<file path="config.mk">
export PLATFORM = sky130hd
export DESIGN_NAME = irq_msg_bridge
export DESIGN_NICKNAME = d
export VERILOG_FILES = /design/src/rtl/irq_msg_pkg.sv /design/src/rtl/irq_msg_regs.sv /design/src/rtl/irq_msg_vector.sv /design/src/rtl/irq_msg_arb.sv /design/src/rtl/irq_msg_bridge.sv
export SDC_FILE = /design/constraint.sdc
export NUM_CORES = 2
export LEC_CHECK = 0
export BUFFER_PORTS_ARGS = -buffer_cell sky130_fd_sc_hd__buf_2
export CORE_MARGIN = 2
export CORE_UTILIZATION = 34
export CTS_CLUSTER_SIZE = 12
export DETAILED_ROUTE_END_ITERATION = 12
export GPL_ROUTABILITY_DRIVEN = 0
export SLEW_MARGIN = 20
export SYNTH_ARGS = -nofsm -noshare
export SYNTH_HDL_FRONTEND = slang
export SYNTH_HIERARCHICAL = 1
export SYNTH_SLANG_ARGS = --single-unit
</file>
<file path="constraint.sdc">
create_clock -name clk -period 7.37 [get_ports clk]
set_clock_uncertainty 0.05 [all_clocks]
set_input_delay 2.211 -clock clk [delete_from_list [all_inputs] [get_ports clk]]
set_output_delay 2.211 -clock clk [all_outputs]
set_load 0.05 [all_outputs]
</file>
<file path="src/rtl/irq_msg_pkg.sv">
package irq_msg_pkg;
  localparam int CFG_BASE  = 8;
  localparam int STAT_LO   = 'h108;
  localparam int STAT_HI   = 'h10C;
  localparam int B_EN      = 0;
  localparam int B_TEST    = 1;
  localparam int B_IACK    = 2;
  localparam int B_LVL     = 3;

  typedef enum logic [1:0] {
    WIN_PLAIN = 2'b00,
    WIN_NONE  = 2'b01,
    WIN_SET   = 2'b10,
    WIN_CLR   = 2'b11
  } win_e;
endpackage

</file>
<file path="src/rtl/irq_msg_regs.sv">
module irq_msg_regs
  import irq_msg_pkg::*;
#(
  parameter int NVEC = 64,
  parameter int AW   = 12,
  localparam int VW  = (NVEC > 1) ? $clog2(NVEC) : 1
) (
  input  logic            clk,
  input  logic            rst,
  input  logic            reg_wr,
  input  logic            reg_rd,
  input  logic [AW-1:0]   reg_addr,
  input  logic [31:0]     reg_wdata,
  output logic [31:0]     reg_rdata,
  input  logic [NVEC-1:0] src_stat,
  output logic [NVEC-1:0] cfg_en,
  output logic [NVEC-1:0] cfg_lvl,
  output logic [NVEC-1:0] test_p,
  output logic [NVEC-1:0] iack_p
);
  win_e        win;
  logic [9:0]  off;
  logic [9:0]  rel;
  logic        hit_cfg;
  logic [VW-1:0] vidx;
  logic [63:0] stat64;
  logic [31:0] rd_val;
  logic        unused_wd;

  assign win       = win_e'(reg_addr[AW-1:AW-2]);
  assign off       = reg_addr[9:0];
  assign rel       = off - 10'(CFG_BASE);
  assign vidx      = rel[VW+1:2];
  assign hit_cfg   = (off >= 10'(CFG_BASE)) && (off < 10'(CFG_BASE + 4*NVEC)) && (off[1:0] == 2'b00);
  assign unused_wd = ^reg_wdata[31:4];

  always_comb begin
    stat64 = '0;
    stat64[NVEC-1:0] = src_stat;
  end

  always_comb begin
    rd_val = '0;
    if (win == WIN_PLAIN) begin
      if (hit_cfg) begin
        rd_val[B_EN]  = cfg_en[vidx];
        rd_val[B_LVL] = cfg_lvl[vidx];
      end else if (off == 10'(STAT_LO)) begin
        rd_val = stat64[31:0];
      end else if (off == 10'(STAT_HI)) begin
        rd_val = stat64[63:32];
      end
    end
  end

  always_ff @(posedge clk) begin
    if (rst) begin
      cfg_en    <= '0;
      cfg_lvl   <= '0;
      test_p    <= '0;
      iack_p    <= '0;
      reg_rdata <= '0;
    end else begin
      test_p <= '0;
      iack_p <= '0;
      if (reg_rd) reg_rdata <= rd_val;
      if (reg_wr && hit_cfg) begin
        case (win)
          WIN_PLAIN: begin
            cfg_en[vidx]  <= reg_wdata[B_EN];
            cfg_lvl[vidx] <= reg_wdata[B_LVL];
            test_p[vidx]  <= reg_wdata[B_TEST];
            iack_p[vidx]  <= reg_wdata[B_IACK];
          end
          WIN_SET: begin
            if (reg_wdata[B_EN])  cfg_en[vidx]  <= 1'b1;
            if (reg_wdata[B_LVL]) cfg_lvl[vidx] <= 1'b1;
            test_p[vidx] <= reg_wdata[B_TEST];
            iack_p[vidx] <= reg_wdata[B_IACK];
          end
          WIN_CLR: begin
            if (reg_wdata[B_EN])  cfg_en[vidx]  <= 1'b0;
            if (reg_wdata[B_LVL]) cfg_lvl[vidx] <= 1'b0;
          end
          default: ;
        endcase
      end
    end
  end

  AST_CFG_QUIET: assert property (@(posedge clk) disable iff (rst)
    !reg_wr |=> ($stable(cfg_en) && $stable(cfg_lvl))) else $error("cfg changed without write");
endmodule

</file>
<file path="src/rtl/irq_msg_vector.sv">
module irq_msg_vector (
  input  logic clk,
  input  logic rst,
  input  logic src,
  input  logic en,
  input  logic lvl,
  input  logic test_p,
  input  logic iack_p,
  input  logic grant,
  output logic pend,
  output logic src_q
);
  logic src_prev;
  logic pend_q;
  logic waiting;
  logic set_ev;

  assign set_ev = ~waiting & (test_p | (lvl ? (src_q & ~grant) : (src_q & ~src_prev)));
  assign pend   = pend_q & en;

  always_ff @(posedge clk) begin
    if (rst) begin
      src_q    <= 1'b0;
      src_prev <= 1'b0;
      pend_q   <= 1'b0;
      waiting  <= 1'b0;
    end else begin
      src_q    <= src;
      src_prev <= src_q;
      pend_q   <= en & ((pend_q & ~grant) | set_ev);
      if (!en || !lvl || iack_p) waiting <= 1'b0;
      else if (grant)            waiting <= 1'b1;
    end
  end

  AST_OFF_SILENT: assert property (@(posedge clk) disable iff (rst)
    !en |-> !grant) else $error("disabled vector granted");
  AST_WAIT_BLOCKS: assert property (@(posedge clk) disable iff (rst)
    waiting |-> !grant) else $error("level vector granted before ack");
  AST_GRANT_PEND: assert property (@(posedge clk) disable iff (rst)
    grant |-> pend) else $error("grant without pending");
endmodule

</file>
<file path="src/rtl/irq_msg_arb.sv">
module irq_msg_arb #(
  parameter int NVEC = 64,
  localparam int VW  = (NVEC > 1) ? $clog2(NVEC) : 1
) (
  input  logic            clk,
  input  logic            rst,
  input  logic [NVEC-1:0] pend,
  input  logic            msg_ready,
  output logic            msg_valid,
  output logic [VW-1:0]   msg_vec,
  output logic [NVEC-1:0] grant
);
  logic [VW-1:0] ptr;
  logic [VW-1:0] pick;
  logic          found;
  logic          load;
  logic [NVEC-1:0] one;

  assign one = NVEC'(1);

  always_comb begin
    found = 1'b0;
    pick  = '0;
    for (int i = 0; i < NVEC; i++) begin
      int j;
      j = int'(ptr) + i;
      if (j >= NVEC) j = j - NVEC;
      if (!found && pend[j]) begin
        found = 1'b1;
        pick  = VW'(j);
      end
    end
  end

  assign load  = found && (!msg_valid || msg_ready);
  assign grant = load ? (one << pick) : '0;

  always_ff @(posedge clk) begin
    if (rst) begin
      msg_valid <= 1'b0;
      msg_vec   <= '0;
      ptr       <= '0;
    end else if (load) begin
      msg_valid <= 1'b1;
      msg_vec   <= pick;
      ptr       <= (int'(pick) == NVEC-1) ? '0 : pick + 1'b1;
    end else if (msg_ready) begin
      msg_valid <= 1'b0;
    end
  end

  AST_GRANT_ONEHOT: assert property (@(posedge clk) disable iff (rst)
    $onehot0(grant)) else $error("multiple grants");
  AST_HOLD_OFFER: assert property (@(posedge clk) disable iff (rst)
    (msg_valid && !msg_ready) |=> (msg_valid && $stable(msg_vec))) else $error("offer dropped");
endmodule

</file>
<file path="src/rtl/irq_msg_bridge.sv">
module irq_msg_bridge #(
  parameter int NVEC = 64,
  parameter int AW   = 12,
  localparam int VW  = (NVEC > 1) ? $clog2(NVEC) : 1
) (
  input  logic            clk,
  input  logic            rst,
  input  logic [NVEC-1:0] irq_src,
  input  logic            reg_wr,
  input  logic            reg_rd,
  input  logic [AW-1:0]   reg_addr,
  input  logic [31:0]     reg_wdata,
  output logic [31:0]     reg_rdata,
  output logic            msg_valid,
  input  logic            msg_ready,
  output logic [VW-1:0]   msg_vec
);
  logic [NVEC-1:0] cfg_en, cfg_lvl, test_p, iack_p;
  logic [NVEC-1:0] pend, grant, src_q;

  irq_msg_regs #(.NVEC(NVEC), .AW(AW)) u_regs (
    .clk(clk), .rst(rst), .reg_wr(reg_wr), .reg_rd(reg_rd),
    .reg_addr(reg_addr), .reg_wdata(reg_wdata), .reg_rdata(reg_rdata),
    .src_stat(src_q), .cfg_en(cfg_en), .cfg_lvl(cfg_lvl),
    .test_p(test_p), .iack_p(iack_p)
  );

  for (genvar n = 0; n < NVEC; n++) begin : g_vec
    irq_msg_vector u_vec (
      .clk(clk), .rst(rst), .src(irq_src[n]), .en(cfg_en[n]), .lvl(cfg_lvl[n]),
      .test_p(test_p[n]), .iack_p(iack_p[n]), .grant(grant[n]),
      .pend(pend[n]), .src_q(src_q[n])
    );
  end

  irq_msg_arb #(.NVEC(NVEC)) u_arb (
    .clk(clk), .rst(rst), .pend(pend), .msg_ready(msg_ready),
    .msg_valid(msg_valid), .msg_vec(msg_vec), .grant(grant)
  );
endmodule

</file>
======== Yosys cells after proc, flatten, opt, wreduce, memory -nomap -nowiden ========
Cells that the tools add are included.
word-level totals
  register bits ........................... 557
  input port bits ......................... 113
  word-level logic and storage cells ...... 2182
  output and inout port bits .............. 39
operators by class
  shift operators ......................... 1
  reduce and logical (&&, ||, !) cells .... 461
  bitwise logic cells ..................... 713
  order comparisons ....................... 132
  equality and inequality tests ........... 9
  $add $sub $neg .......................... 129
  multiplexer cells ....................... 473
operators with widths
  kind                                                          count
  2-to-1 mux 32 bit                                             67
  less-than comparator 32 x 8 -> 1 bit (second input constant)  64
  >= comparator 32 x 8 -> 1 bit (second input constant)         63
  subtractor 32 x 8 -> 32 bit (second input constant)           63
  binary-select mux 1 bit (select 6 bit)                        66
  2-to-1 mux 6 bit                                              65
  AND 1 bit                                                     384
  one-hot mux 64 bit (3 select lines)                           2
  2-to-1 mux 64 bit                                             5
  2-to-1 mux 1 bit                                              263
  AND 64 bit                                                    4
  adder 6 x 6 -> 7 bit (second input constant)                  32
  NOT 1 bit                                                     194
  zero test 1 bit                                               192
  OR reduction 2 bit                                            65
  logical OR 1 bit                                              129
  bitwise mux 64 bit                                            2
  bitwise OR 1 bit                                              128
  bitwise OR 64 bit                                             2
  adder 6 x 5 -> 7 bit (second input constant)                  16
  logical AND 1 bit                                             68
  NOT 64 bit                                                    1
  << shifter 1 x 6 -> 64 bit (first input constant)             1
  adder 6 x 4 -> 7 bit (second input constant)                  8
  23 further kinds                                              34

======== Depth between registers and ports, before layout ========
  word-level depth ........................ 204
  mapped depth ............................ 34
  depth with buffers taken out ............ 23

======== Modules after synthesis ========
Netlist, hierarchy kept.
modules (own cells, without submodules)
  module          cells each  area an instance (um^2)  times used  seq. area each (um^2)
  irq_msg_arb     1963        15408.5                  1           260.2
  irq_msg_regs    1439        12776.0                  1           5765.5
  irq_msg_vector  15          170.2                    64          80.1

======== Worst setup path after synthesis ========
Ideal clock, no wire load.
  kind .................................... register -> register
  start ................................... reg u_arb.ptr[1]
  end ..................................... reg g_vec[33].u_vec.pend_q
  stages on the path, launching flop included .. 28
  setup time .............................. 121 ps
  data arrival time ....................... 7380 ps
  setup slack ............................. -181 ps
  path buffers ............................ 7
  required time ........................... 7199 ps
  clock period less this slack ............ 7551 ps
  cells stage by stage .................... dfxtp_1 -> clkbuf_1 -> buf_2 -> buf_2 -> buf_1 -> clkinv_1 -> ha_1 -> buf_2 -> mux4_2 -> mux4_2 -> mux4_2 -> nand2b_4 -> nor4_4 -> and2_0 -> clkbuf_1 -> nand4b_1 -> or4_4 -> or2_1 -> clkbuf_1 -> a31oi_1 -> a2111oi_2 -> a221oi_4 -> ha_1 -> inv_1 -> nor4_1 -> mux2i_1 -> nand3b_1 -> a31oi_1
on the way
  longest elaborated chain between the ends .. 204
  elaborated cells on any way between the ends .. 712
  classes of those cells .................. 127 x add/sub; 64 x order compare; 1 x shift; 386 x mux; 7 x bitwise; 127 x reduce/logical
ends and longest elaborated chain
  item                                                                   line                                        RTL
  start: declaration                                                     irq_msg_arb.sv:13                           logic [VW-1:0] ptr;
  start signal: assignment                                               irq_msg_arb.sv:46                           ptr <= (int'(pick) == NVEC-1) ? '0 : pick + 1'b1;
  branches (longest 196 deep; another with subtractor 32 x 8 -> 32 bit)  -
  2-to-1 mux 64 bit (*)                                                  irq_msg_arb.sv:36                           assign grant = load ? (one << pick) : '0;
  named net grant[33]                                                    irq_msg_bridge.sv:19                        logic [NVEC-1:0] pend, grant, src_q;
  NOT 1 bit (*)                                                          irq_msg_vector.sv:18, irq_msg_vector.sv:30
  AND 1 bit                                                              irq_msg_vector.sv:18                        assign set_ev = ~waiting & (test_p | (lvl ? (src_q & ~grant) : (src_q & ~src_prev)));
  2-to-1 mux 1 bit                                                       irq_msg_vector.sv:18
  bitwise OR 1 bit                                                       irq_msg_vector.sv:18
  AND 1 bit                                                              irq_msg_vector.sv:18
  bitwise OR 1 bit (*)                                                   irq_msg_vector.sv:30                        pend_q <= en & ((pend_q & ~grant) | set_ev);
  AND 1 bit (*)                                                          irq_msg_vector.sv:30
  end signal: assignment                                                 irq_msg_vector.sv:30
  end: declaration                                                       irq_msg_vector.sv:14                        logic pend_q;
Mark *: on every way through the listed nets, which the timed path passes. The select of a mux whose other input is x is not followed.
A chain may end at the register's enable or synchronous reset.

======== Worst setup path in the final report ========
  start ................................... reg u_arb.ptr[1]
  end ..................................... reg g_vec[9].u_vec.pend_q
on the way
  longest elaborated chain between the ends .. 204
  elaborated cells on any way between the ends .. 712
  classes of those cells .................. 127 x add/sub; 64 x order compare; 1 x shift; 386 x mux; 7 x bitwise; 127 x reduce/logical
ends and longest elaborated chain
  item                                                                   line
  branches (longest 196 deep; another with subtractor 32 x 8 -> 32 bit)  -
  2-to-1 mux 64 bit (*)                                                  irq_msg_arb.sv:36
  named net grant[9]                                                     irq_msg_bridge.sv:19
  NOT 1 bit (*)                                                          irq_msg_vector.sv:18, irq_msg_vector.sv:30
  AND 1 bit                                                              irq_msg_vector.sv:18
  2-to-1 mux 1 bit                                                       irq_msg_vector.sv:18
  bitwise OR 1 bit                                                       irq_msg_vector.sv:18
  AND 1 bit                                                              irq_msg_vector.sv:18
  bitwise OR 1 bit (*)                                                   irq_msg_vector.sv:30
  AND 1 bit (*)                                                          irq_msg_vector.sv:30
  end signal: assignment                                                 irq_msg_vector.sv:30
  end: declaration                                                       irq_msg_vector.sv:14
Marks and branches as above.

==> qor.csv <==
metric,value,unit
status,completed,
dp_slack,-0.1403,ns
final.setup.tns,0,ns
grt_overflow_total,0,
ctsHoldBuffers,0,
routed_wl,167400,microns
rows,124,
htree_levels,2,
synth_area_per_cell,8.958,sq um
layout.cells.non_filler,6214,
netlist.area_leader.share,28.54,%
core,0.1142,sq mm
fin_area,0.04574,sq mm
io_buffers,123,
area_growth,17.06,%
grt_pass1_vias,36080,
worst_path_largest_cell_delay,0.60,ns
syn-cell-area,0.03907,sq mm
ys_seq_elements,557,
post-route-period-util,99.09,%
p_leak,15.97,nW
final-setup-viol-count,0,
synth_fp_nets,4501,
p_total,20.38,mW
drc,0,
ys.warnings.count,6,
die_h,343.0,microns
ys_types,112,
die_w,343.0,microns
power.density,445.6,mW/mm^2
grt_use_total,27.24,%
cts_sinks,557,
synth_seq_area_share,28.54,%
whs_path_depth,1,
synth_area_leaders,"dfxtp_1, mux4_2, mux2i_1",
grt_first_pass_wirelength,241800,microns
syn_inst,4362,
hold_class,reg2reg,
final-hold-violation-count,0,
reg2reg_depth,28,
ant_nets,0,
drive_gt1_share,24.81,%
placed_cells,6105,
io-pin-count,152,
timing.final.ws_setup,0.06690,ns
clockBufferDepth,3,
wl_per_cell,26.95,microns
fp.dieArea,0.1177,sq mm
clkTransAtPathRegs,0.06,ns
place_area,0.04361,sq mm
drt-vias-per-instance,6.276,
ys_top_cells_by_count,"dfxtp_1, nor2_1, nand2_1",
cp_max_fo,11,
max_freq,136.9,MHz
synth_async_sr_flop_share,0,%
start_util,34.22,%
n_fill_cell,11510,
antenna_found_initial,8,
root_buffer,clkbuf_16,
synth_flop_cell,dfxtp_1,
cp_slowest_cell,mux4_2,
regArea,0.01116,sq mm
clock_latency,0.67,ns
worst_pin_slew,1.233,ns
layout_min_cycle_time,7.303,ns
cts_tree,yes,
drv_cap,0,
first_pass_iters,9,
grt_max_degree,162,
max_slew_margin,17.64,%
cp_data_required_time,7.82,ns
critPathKind,reg2reg,
critPathMostFrequentCell,buf_4,
multi_input_area,0.02675,sq mm
synth_most_common_cell,dfxtp_1,
whs,0.3105,ns
postLayoutCoreUtil,40.06,%
vias,39000,
drt-initial-drc-count,5472,
synth_edf_count,0,
yosysTopAreaCell,dfxtp_1,
nets,4805,
worst_setup_path_end_kind,register,
vdd_drop_max,0.6408,mV
numCtsBuffers,56,
slew_viol_final,0,
critPathLaunchType,register,
critPathArrivalTime,7.76,ns
hpwl,123800,microns
## where the power goes
| part | leakage (nW) | internal, mW | switching [mW] |
|---|---|---|---|
| logic | 10.6 | 5.51 | 8.92 |
| clock network | 0.833 | 1.55 | 1.23 |
| registers | 4.52 | 3.09 | 0.0904 |
| total | 16.0 | 10.1 | 10.2 |
## path summary, 6_finish.rpt
kind	startpoint	endpoint	slack, ns
setup / recovery	u_arb/ptr[1]$_SDFFE_PP0P_	g_vec[9].u_vec/pend_q$_SDFF_PP0_	0.07
setup reg to reg	u_arb/ptr[1]$_SDFFE_PP0P_	g_vec[9].u_vec/pend_q$_SDFF_PP0_	0.07
hold reg to reg	u_regs/iack_p[32]$_SDFF_PP0_	g_vec[32].u_vec/waiting$_SDFFE_PP0P_	0.31
hold / removal	u_regs/iack_p[32]$_SDFF_PP0_	g_vec[32].u_vec/waiting$_SDFFE_PP0P_	0.31
## layout by cell type (no fill, tap or decap), drive strengths merged, types with 18 or more instances in the layout
master	instances
dfxtp	557
buf	527
nor2	402
nand2	299
mux2i	226
nand2b	214
o21ai	208
a21oi	187
mux4	174
nor2b	158
a211oi	140
o22ai	136
and2	135
nor3	111
a31oi	95
nand3	94
clkbuf	81
mux2	79
nand3b	73
nor4b	72
xnor2	56
a22oi	54
inv	46
a22o	42
nor4	41
o211ai	28
o32ai	27
ha	26
nand4	25
and3	24
xor2	23
or3	18
a311oi	18
## worst max-delay path, delay by kind of cell, from the launching register on
kind	cells	cell delay (ns)
buf+inv	9	1.78
fa+ha+maj	2	0.53
xor+xnor	1	0.35
flops	1	0.36
simple gates	5	0.92
mux	3	1.04
compound gates	8	2.13
## timing repair
action / 4_1_cts / 5_1_grt
endpoints found under the hold margin: 0 / 0
cloned: 0 / 1
resized for setup: 4 / 38
setup buffers: 0 / 14
pin swaps: 0 / 5
endpoints found under the setup margin: 57 / 131
## cell families (layout without fill, tap and decap cells)
| group | after synthesis | after routing | share of synthesized area [%] |
|---|---|---|---|
| and+or+nand+nor | 1735 | 1735 | 26.81 |
| AOI/OAI and AO/OA | 1153 | 1153 | 20.06 |
| DFF | 557 | 557 | 28.54 |
| muxes | 479 | 479 | 18.09 |
| buffers and inverters | 333 | 666 | 3.871 |
| xor gates and xnor gates | 79 | 79 | 1.790 |
| adders and majority gates | 26 | 26 | 0.8325 |
| other | 0 | 7 | 0 |
## cell type report
| cell class | count | share of cell area [%] |
|---|---|---|
| Clock inverter | 8 | 0.3200 |
| Sequential cell | 557 | 24.41 |
| Antenna cell | 7 | 0.03830 |
| Inverter | 50 | 0.4130 |
| Tap cell | 1512 | 4.136 |
| Timing Repair Buffer | 529 | 8.748 |
| Clock buffer | 79 | 3.455 |
| Multi-Input combinational cell | 3472 | 58.49 |
## layer usage
metal | track usage [%] | share of wire (%)
met5 | 0 | 0.0072
met4 | 17.35 | 7.8
met3 | 6.859 | 12
met2 | 41.66 | 43
met1 | 34.19 | 38
(Power assumes the default switching activity.)
